File: src/rtl/mmtimer_ch.sv
module mmtimer_ch #(
  parameter int W = 16
) (
  input  logic         clk,
  input  logic         rst_n,
  input  logic         wr_en,
  input  logic         wr_addr,
  input  logic [W-1:0] wr_data,
  input  logic         tick,
  input  logic         ext_in,
  input  logic         cascade_in,
  output logic         irq,
  output logic         uflow_out,
  output logic [W-1:0] cnt_out,
  output logic [W-1:0] cap_out,
  output logic         ovf_flag
);
  localparam logic A_RELOAD = 1'b0;
  localparam logic A_CTRL   = 1'b1;
  localparam logic [1:0] M_TIMER = 2'b00;
  localparam logic [1:0] M_WIDTH = 2'b11;

  logic [W-1:0] reload_q, cnt_q, cap_q;
  logic [1:0]   mode_q, esel_q;
  logic         src_q, run_q, ovf_q, irq_q, uf_q;
  logic [2:0]   sync_q;

  wire rise     = sync_q[1] & ~sync_q[2];
  wire fall     = ~sync_q[1] & sync_q[2];
  wire pol_edge = esel_q[1] ? (rise | fall) : (esel_q[0] ? fall : rise);
  wire meas     = mode_q[1];
  wire m_edge   = (mode_q == M_WIDTH) ? (rise | fall) : pol_edge;
  wire dn_en    = (mode_q == M_TIMER) ? tick : (src_q ? cascade_in : pol_edge);
  wire ctrl_wr  = wr_en && (wr_addr == A_CTRL);
  wire at_zero  = (cnt_q == '0);
  wire at_max   = &cnt_q;

  always_ff @(posedge clk or negedge rst_n) begin
    if (!rst_n) begin
      reload_q <= '0;
      cnt_q    <= '0;
      cap_q    <= '0;
      mode_q   <= M_TIMER;
      esel_q   <= 2'b00;
      src_q    <= 1'b0;
      run_q    <= 1'b0;
      ovf_q    <= 1'b0;
      irq_q    <= 1'b0;
      uf_q     <= 1'b0;
      sync_q   <= '0;
    end else begin
      irq_q  <= 1'b0;
      uf_q   <= 1'b0;
      sync_q <= {sync_q[1:0], ext_in};
      if (wr_en && wr_addr == A_RELOAD) reload_q <= wr_data;
      if (ctrl_wr) begin
        mode_q <= wr_data[1:0];
        src_q  <= wr_data[2];
        esel_q <= wr_data[4:3];
        run_q  <= wr_data[5];
        ovf_q  <= 1'b0;
        if (wr_data[5]) cnt_q <= wr_data[1] ? '0 : reload_q;
      end else if (run_q) begin
        if (!meas) begin
          if (dn_en) begin
            if (at_zero) begin
              cnt_q <= reload_q;
              uf_q  <= 1'b1;
              irq_q <= 1'b1;
            end else begin
              cnt_q <= cnt_q - 1'b1;
            end
          end
        end else if (m_edge) begin
          cap_q <= cnt_q;
          cnt_q <= '0;
          irq_q <= 1'b1;
        end else if (tick) begin
          if (at_max) begin
            cnt_q <= '0;
            ovf_q <= 1'b1;
            irq_q <= 1'b1;
          end else begin
            cnt_q <= cnt_q + 1'b1;
          end
        end
      end
    end
  end

  assign irq       = irq_q;
  assign uflow_out = uf_q;
  assign cnt_out   = cnt_q;
  assign cap_out   = cap_q;
  assign ovf_flag  = ovf_q;
endmodule

File: config.mk
export PLATFORM = sky130hd
export DESIGN_NAME = mmtimer_ch
export DESIGN_NICKNAME = d
export VERILOG_FILES = /design/src/rtl/mmtimer_ch.sv
export SDC_FILE = /design/constraint.sdc
export NUM_CORES = 1
export LEC_CHECK = 0
export ABC_AREA = 1
export BUFFER_PORTS_ARGS = -buffer_cell sky130_fd_sc_hd__buf_2
export CELL_PAD_IN_SITES_DETAIL_PLACEMENT = 1
export CELL_PAD_IN_SITES_GLOBAL_PLACEMENT = 2
export CORE_UTILIZATION = 29
export DETAILED_ROUTE_END_ITERATION = 10
export PLACE_DENSITY = 0.74
export SYNTH_ARGS = -nofsm -noshare
export SYNTH_HDL_FRONTEND = slang
export SYNTH_SLANG_ARGS = --single-unit
File: constraint.sdc
create_clock -name clk -period 1.75 [get_ports clk]
set_input_delay 0.0875 -clock clk [delete_from_list [all_inputs] [get_ports clk]]
set_output_delay 0.0875 -clock clk [all_outputs]
set_load 0.02 [all_outputs]
==> results.cfg, run 1 <==
[synth]
syn_area_per_cell_sq_um = 7.372
synth_warnings = 0
synth_fp_nets = 529
syn_area_sq_um = 3694
ys_types = 32
synth-seq-cells = 60
synthCells = 501
synth-seq-area-share_pct = 40.65

[global_route]
grt_overflow = 0
grt_pass1_vias = 3821
grt_max_degree = 29
grt_pass1_wl_um = 20020
grt_antenna_before_repair = 0
grt_use_total_pct = 20.37

[cts]
htreeDepth = 3
insertion_delay_ns = 0.34
cts_root_buf = clkbuf_16
cts-buffers-inserted = 9
cts_sinks = 60
clk_pin_slew_worst_paths_ns = 0.05
clock_path_buffers = 2
cts_tree = built

[die]
floorplan.initialDensity_pct = 30.25
io_pins = 58
rows = 40
coreArea_sq_um = 12210
dieArea_sq_um = 13190
die-width_um = 114.9
die_h_um = 114.9

[placement]
routabilityCongestion = 0.8882
placed_area_sq_um = 4609
dp_slack_ns = -0.1228
io_buffers = 57
dp_hpwl_um = 9664

[worst_setup_path]
crit_type = flip-flop to flip-flop
required_ns = 1.98
start_kind = flip-flop
worstSetupEndpointType = flip-flop
critPathMaxFanout = 8
r2r-end = cnt_out[12]$_DFFE_PN0P_
rr_worst_depth = 12
r2r_start = sync_q[2]$_DFF_PN0_
endpoint = cnt_out[12]$_DFFE_PN0P_
cp-startpoint = sync_q[2]$_DFF_PN0_
arrival_ns = 1.99
rrSetupSlack_ns = -0.007

[job]
drv_cap = 0

[sta]
period_share_pct = 100.4
finalHoldViolCount = 0
drv_slew = 0
finClkSkew_ns = 0.007195
rsz0062_at_grt = true
tightest_slew_ns = 0.7561
finalSetupViolCount = 5
period_needed_ns = 1.757
fin_ws_ns = -0.007159
slew_headroom_pct = 49.49
fmax_ghz = 0.5691
hold_slack_ns = 0.01007

[route]
vias = 3683
dr.pass1.iters = 4
ant_nets = 0
drc = 0
routedWlPerCell_um = 15.22
drt-initial-drc-count = 144
via_per_inst = 4.541
drt_wl_total_um = 12340

[power_and_ir_drop]
p_leak_nw = 2.764
power_density_nw_per_um2 = 1665
ir_drop_mv = 0.5709
power_mw = 8.883

[worst_hold_path]
hp-start = wr_data[3]
hold_path_class = primary input to flip-flop

[layout]
fillers = 1561
antenna_cells = 0
layout-drive-gt1-share_pct = 36.24
ff_latch_area_sq_um = 1506
area_growth_pct = 44.44
fin_nets = 666
final_cell_area_sq_um = 5335
multi_input_area_sq_um = 2054

[outcome]
violations = negative setup slack
status = finished with violations
state kept, by name, indices dropped and copies added, names as in the netlist:
signal and flops:
mode_q 2, ovf_flag 1, sync_q 3, irq 1, cnt_out 16, src_q 1
run_q 1, esel_q 2, cap_out 16, uflow_out 1, reload_q 16
kinds of logic after synthesis:
| logic type | after synthesis | synth area share, % |
|---|---|---|
| buffers and inverters | 70 | 9.248 |
| and+or+nand+nor | 301 | 35.71 |
| muxes | 12 | 3.659 |
| xor gates and xnor gates | 17 | 4.031 |
| DFF | 60 | 40.65 |
| AOI/OAI and AO/OA | 36 | 5.014 |
| adders and majority gates | 5 | 1.694 |
Yosys cell counts:
cell      instances  area (sq um)
buf_2             6         30.03
nand2_2           6         37.54
nand3_1          41         205.2
ha_1              5         62.56
inv_2             5         18.77
o21bai_1          1         7.510
clkbuf_1          3         11.26
nor2_4            3         33.78
xor2_1           16         140.1
nand4_1           3         18.77
o21ai_1           1         5.000
nor2_1           52         195.2
nor3_2            3         30.03
buf_6             8         90.09
nor2_2            6         37.54
buf_1             1         3.750
mux2_2           12         135.1
nand2_1         176         660.6
nand4_2           1         12.51
buf_4             3         22.52
clkinv_1          1         3.750
nor4_1            1         6.260
inv_1            43         161.4
a211oi_1          1         7.510
dfrtp_1          60          1501
or2_2             1         6.260
nand3b_4          1         20.02
nand3_2           4         40.04
a21oi_1           4         20.02
nor3_1            3         15.01
o21ai_0          29         145.1
xnor2_1           1         8.760
worst max-delay path, cell delays in order, from the launching register on:
cell      delay (ns)
dfrtp_1         0.42
inv_2           0.09
ha_4            0.14
nand2_4         0.05
nand3_4         0.09
nand2_2         0.06
o21ai_2         0.14
nand2_2         0.09
nand2_4         0.09
buf_12          0.11
nand3b_4        0.17
nand2_2         0.13
nand2_2         0.06
metal layers:
| layer | track usage, % | part of all wire [%] | vias up |
|---|---|---|---|
| met1 | 27.66 | 48 | 1761 |
| met3 | 3.954 | 3.4 | 18 |
| met5 | 0 | 0 | - |
| li1 | - | - | 1842 |
| met4 | 6.667 | 1.5 | 0 |
| met2 | 32.53 | 47 | 62 |
worst min path at each step:
stage,endpoint,slack [ns],cells past startpoint
final,reload_q[3]$_DFFE_PN0P_,0.01,3
after CTS,reload_q[3]$_DFFE_PN0P_,0.004,3
after global routing,reload_q[3]$_DFFE_PN0P_,0.02,3
after detailed placement,cap_out[1]$_DFFE_PN0P_,0.06,1
after global placement,cap_out[1]$_DFFE_PN0P_,0.06,1
after floorplan,cap_out[0]$_DFFE_PN0P_,-0.21,0
placed cells by master (no fill, tap or decap), types with 5 or more instances in the layout:
cell type / instances
clkbuf_16: 9
nand2_4: 7
dfrtp_1: 56
inv_1: 38
dlygate4sd3_1: 12
nand3_2: 5
inv_2: 9
buf_2: 57
nand2_1: 158
nor2_2: 8
nand2_2: 17
nor2_1: 48
mux2_2: 12
nor2_4: 5
o21ai_0: 26
nand3_1: 37
xor2_1: 16
buf_4: 71
layout make-up:
type / count / share of cell area (%)
multi-input combinational: 372 / 38.51
tap: 168 / 3.940
sequential: 60 / 28.24
clock inverter: 4 / 1.313
inverter: 49 / 3.494
clock buffer: 12 / 4.995
timing repair buffer: 146 / 19.51
repair_timing:
action	4_1_cts	5_1_grt
hold buffers	12	0
resized for setup	21	40
setup buffers	2	3
pin swaps	3	15
gates cloned	1	0
hold endpoints to repair	24	0
endpoints found under the setup margin	31	32
metrics by stage:
step                util, %  setup TNS, ns  std cells
floorplan                 -              0        501
global placement      37.75         -1.325        777
detailed placement    37.75         -2.983        777
CTS                   42.49        -0.3198        808
global route          43.69         -1.284        811
finish                43.69       -0.01150        811
power by group:
| group | leakage, nW | switching (mW) | total (mW) | internal [mW] |
|---|---|---|---|---|
| Clock | 0.169 | 0.634 | 1.99 | 1.36 |
| Combinational | 1.83 | 2.80 | 4.73 | 1.93 |
| Sequential | 0.762 | 0.381 | 2.17 | 1.79 |
Note: power is estimated with default switching activity, not from simulation.
==> inputs of run 2 (changes only) <==
Settings changed: PLACE_DENSITY 0.74 to not set, PLACE_DENSITY_LB_ADDON set to 0.25.
==> run 2 against run 1 <==
  * Fmax fell by 0.74%
  * Setup slack got worse by 0.013 ns
  * Critical path type unchanged
  * Count of clock-buffer cells in the layout did not move
  * Cell area barely moved
  * Clock power rose by 6%
  * Final cell count rose by 0.37%
  * Sequential power barely moved
  * The run still ends with negative setup slack left
==> results.cfg, run 2 (synthesis gave the netlist of run 1 again) <==
[outcome]
status = finished with violations
violations = negative setup slack

[worst_hold_path]
hold_path_class = primary input to flip-flop

[worst_setup_path]
cp_cell_sequence = ha_1 > nand2_2 > nor2_4 > nand3_2 > nor3_4 > nor2_2 > buf_12 > nand3_1 > nand2_1 > nand2_2 > nand2_1
critPathBufInv = 1
rr_worst_depth = 11
start_kind = flip-flop
rrSetupSlack_ns = -0.02
required_ns = 1.98
arrival_ns = 2.00
slowest_delay_ns = 0.40
r2r-end = cnt_out[4]$_DFFE_PN0P_
r2r_start = cnt_out[0]$_DFFE_PN0P_
crit_slowest_cell = dfrtp_1
crit_type = flip-flop to flip-flop
critPathMaxFanout = 13
worstSetupEndpointType = flip-flop
cp-startpoint = cnt_out[0]$_DFFE_PN0P_
endpoint = cnt_out[4]$_DFFE_PN0P_
critPathTopFamily = simple AND/OR/NAND/NOR gates
cp_num_cells = 11

[placement]
io_buffers = 57
placed_cells = 777
dp_hpwl_um = 9424
routabilityCongestion = 0.8462
placed_area_sq_um = 4597

[sta]
tightest_slew_ns = 0.7666
slew_headroom_pct = 48.79
finalHoldViolCount = 0
period_share_pct = 101.2
hold_slack_ns = 0.02094
rsz0062_at_grt = true
period_needed_ns = 1.770
fmax_ghz = 0.5649
finalSetupViolCount = 15
tns_ns = -0.1372
finClkSkew_ns = 0.006332
drv_slew = 0
fin_ws_ns = -0.02017

[layout]
area_growth_pct = 44.41
fin_nets = 669
final_cell_area_sq_um = 5334
antenna_cells = 0
fin_cells = 814
multi_input_area_sq_um = 2003
ff_latch_area_sq_um = 1501
fin_util_pct = 43.68
final_common_cell = nand2_1
layout_common_cells = nand2_1 (158), buf_4 (73), dfrtp_1 (60)
fillers = 1565
layout-drive-gt1-share_pct = 34.67

[route]
vias = 3732
routedWlPerCell_um = 15.88
via_per_inst = 4.585
drt_wl_total_um = 12920
ant_nets = 0
dr.pass1.iters = 4
drc = 0
drt-initial-drc-count = 113

[cts]
cts_sinks = 60
htreeDepth = 3
insertion_delay_ns = 0.34
cts_root_buf = clkbuf_16
cts_tree = built
clk_pin_slew_worst_paths_ns = 0.05
cts-buffers-inserted = 9
clock_path_buffers = 2

[global_route]
grt_antenna_before_repair = 0
grt_max_degree = 61
grt_overflow = 0
grt_pass1_vias = 3976
grt_pass1_wl_um = 21310
grt_use_total_pct = 21.87

[die]
dieArea_sq_um = 13190
coreArea_sq_um = 12210
die-width_um = 114.9
die_h_um = 114.9
io_pins = 58
rows = 40
floorplan.initialDensity_pct = 30.25

[job]
drv_cap = 0

[power_and_ir_drop]
p_leak_nw = 2.781
power_density_nw_per_um2 = 1706
ir_drop_mv = 0.4289
[run 2: cell count changes in the layout (fill, tap and decap cells not counted), moves of 2 or more]
| cell | previous run | this run |
|---|---|---|
| buf_4 | 71 | 73 |
| dfrtp_2 | 4 | 0 |
| nand2_4 | 7 | 4 |
| dfrtp_1 | 56 | 60 |
| nor2_1 | 48 | 50 |
| nand2_2 | 17 | 20 |
| nand3_4 | 3 | 1 |
| inv_1 | 38 | 40 |
[run 2: timing repair]
action | 4_1_cts | 5_1_grt
hold buffers | 12 | 0
pin swaps | 12 | 9
endpoints found under the setup margin | 32 | 35
resized for setup | 29 | 15
gates cloned | 2 | 0
endpoints found under the hold margin | 71 | 0
buffers inserted | 7 | 2
[run 2: layout make-up]
cell class                      count  area share [%]
Tap cell                          168           3.941
Clock inverter                      4           1.783
Inverter                           49           3.448
Multi-Input combinational cell    372           37.56
Clock buffer                       12           4.809
Timing Repair Buffer              149           20.31
Sequential cell                    60           28.15
[run 2: per-stage QoR]
step / power, mW / setup WS [ns]
floorplan: 4.746 / 0.02439
global placement: 6.660 / -0.09806
global route: 9.778 / -0.1782
detailed placement: 6.760 / -0.2042
finish: 9.098 / -0.02017
CTS: 9.147 / -0.08915
[run 2: worst min path at each step]
stage | from | end | slack (ns) | cells after the start
after floorplan | rst_n | cap_out[0]$_DFFE_PN0P_ | -0.21 | 0
after global placement | rst_n | cap_out[0]$_DFFE_PN0P_ | 0.12 | 2
after detailed placement | rst_n | cap_out[0]$_DFFE_PN0P_ | 0.13 | 2
after CTS | wr_data[3] | reload_q[3]$_DFFE_PN0P_ | 0.01 | 3
after global routing | wr_data[0] | mode_q[0]$_DFFE_PN0P_ | 0.04 | 3
final | wr_data[3] | reload_q[3]$_DFFE_PN0P_ | 0.02 | 3
[run 2: worst register-to-register path, delay by kind of cell (launching register included)]
kind                     cells  cell delay (ns)
buffers and inverters        1             0.16
AND/OR/NAND/NOR              9             0.92
adder cells (fa/ha/maj)      1             0.21
flip-flops                   1             0.40
[run 2: per-layer routing]
layer  wire length (um)  vias to the layer above  global-route usage (%)
met5                  0                        -                       0
li1                   -                     1847                       -
met2               5883                       74                   34.78
met4                206                        0                   7.446
met1               6324                     1798                   29.83
met3                510                       13                   4.059
[run 2: power breakdown]
group          switching [mW]  internal, mW  leakage, nW
clock network           0.635          1.47        0.173
registers               0.377          1.78        0.767
logic                    2.85          2.00         1.84
==> inputs of run 3 (changes only) <==
Settings changed: CORE_UTILIZATION 29 to 32.
Clock period 1.75 ns to 1.88 ns, I/O delays scaled along.
==> run 3 against run 2 <==
  * The run now ends clean
  * Sequential power is 6% lower
  * Non-clock buffer count is 24 lower
  * Combinational power decreased by 14%
  * Sequential cell count did not move
  * Register-to-register slack improved by 0.06 ns
  * Via count decreased by 1.4%
  * Final cell count fell by 6.3%
  * Die area down 9.2%
  * Critical path depth is 2 higher
  * Hold slack worse by 0.010 ns
  * Utilization increased by 2.1 points
  * Largest cell class unchanged
  * Highest routed layer unchanged
==> results.cfg, run 3 (synthesis gave the netlist of run 1 again) <==
[power_and_ir_drop]
power_density_nw_per_um2 = 1578
ir_drop_mv = 0.5547
power_mw = 7.964
p_leak_nw = 2.629

[cts]
cts-buffers-inserted = 9
clock_path_buffers = 2
cts_tree = built
insertion_delay_ns = 0.34
clk_pin_slew_worst_paths_ns = 0.05
cts_sinks = 60
htreeDepth = 3
cts_root_buf = clkbuf_16

[placement]
io_buffers = 57
dp_hpwl_um = 9179
routabilityCongestion = 0.8443
dp_slack_ns = -0.01568

[sta]
slew_headroom_pct = 44.89
tightest_slew_ns = 0.8249
finalSetupViolCount = 0
tns_ns = 0
period_needed_ns = 1.840
finalHoldViolCount = 0
fin_ws_ns = 0.04021
fmax_ghz = 0.5435
finClkSkew_ns = 0.01056
period_share_pct = 97.86
drv_slew = 0

[worst_setup_path]
crit_top_cell = nand2_2
arrival_ns = 2.11
cp_cell_sequence = inv_1 > ha_2 > nand2_2 > nand3_2 > nand2_2 > o21ai_2 > nand2_2 > nand2_4 > nand2_4 > nor2_4 > clkbuf_16 > nand2_1 > nand2_1
critPathBufInv = 2
critPathMaxFanout = 6
critPathTopFamily = simple AND/OR/NAND/NOR gates
worstSetupEndpointType = flip-flop
slowest_delay_ns = 0.41
crit_slowest_cell = dfrtp_1
crit_type = flip-flop to flip-flop
required_ns = 2.15
start_kind = flip-flop

[global_route]
grt_pass1_wl_um = 18910
grt_use_total_pct = 21.20
grt_overflow = 0
grt_antenna_before_repair = 0
grt_pass1_vias = 3698
grt_max_degree = 23

[die]
floorplan.initialDensity_pct = 33.48
dieArea_sq_um = 11980
rows = 38
coreArea_sq_um = 11030
io_pins = 58
die-width_um = 109.4
die_h_um = 109.4

[outcome]
status = completed

[route]
dr.pass1.iters = 4
drc = 0
ant_nets = 0
drt_wl_total_um = 12510
drt-initial-drc-count = 165
vias = 3680
routedWlPerCell_um = 16.39
via_per_inst = 4.823

[worst_hold_path]
hold_path_class = primary input to flip-flop

[layout]
final_common_cell = nand2_1
fin_util_pct = 45.76
layout-drive-gt1-share_pct = 31.14
antenna_cells = 0
layout_common_cells = nand2_1 (170), dfrtp_1 (58), buf_2 (57)
area_growth_pct = 36.65
fin_nets = 646

[job]
drv_cap = 0
-- run 3: power breakdown --
group | internal [mW] | leakage, nW | switching [mW]
clock | 1.19 | 0.159 | 0.593
combinational | 1.58 | 1.71 | 2.57
sequential | 1.66 | 0.764 | 0.376
-- run 3: final timing paths --
check,from,end,slack (ns),cells after the start
max in group asynchronous,rst_n,cnt_out[13]$_DFFE_PN0P_,0.97,3
min in group asynchronous,rst_n,cap_out[0]$_DFFE_PN0P_,0.24,2
worst max-delay path,sync_q[2]$_DFF_PN0_,cnt_out[4]$_DFFE_PN0P_,0.04,13
worst min register to register,sync_q[0]$_DFF_PN0_,sync_q[1]$_DFF_PN0_,0.35,0
worst max register to register,sync_q[2]$_DFF_PN0_,cnt_out[4]$_DFFE_PN0P_,0.04,13
worst min-delay path,wr_data[11],reload_q[11]$_DFFE_PN0P_,0.01,2
-- run 3: layout make-up --
cell class,instances,area [sq um]
inverters,49,186.4
multi-input cells,373,1994
fillers,1389,5983
repair buffers,125,869.6
well taps,140,175.2
clock buffers,11,242.7
flip-flops and latches,60,1504
clock inverters,5,75.07
-- run 3: metrics by stage --
step	cell area [sq um]	instances	hold WS (ns)
after global placement	4404	728	0.07260
after detailed placement	4404	728	0.06883
after global routing	5047	763	0.008816
final	5047	763	0.01048
after floorplan	3694	501	-0.2016
after CTS	4837	755	0.007258
-- run 3: timing repair --
item / 4_1_cts / 5_1_grt
hold endpoints to repair: 28 / 0
pin swaps: 0 / 7
buffers inserted: 0 / 5
gates cloned: 0 / 3
gates resized for setup: 1 / 37
setup endpoints to repair: 4 / 25
hold buffers: 11 / 0
-- run 3: routing by layer --
layer	routed length (um)	share of wire, %	track usage, %
met1	5950	48	29.21
met2	5959	48	33.92
met3	439	3.5	4.209
met5	0	0	0
met4	157	1.3	5.429
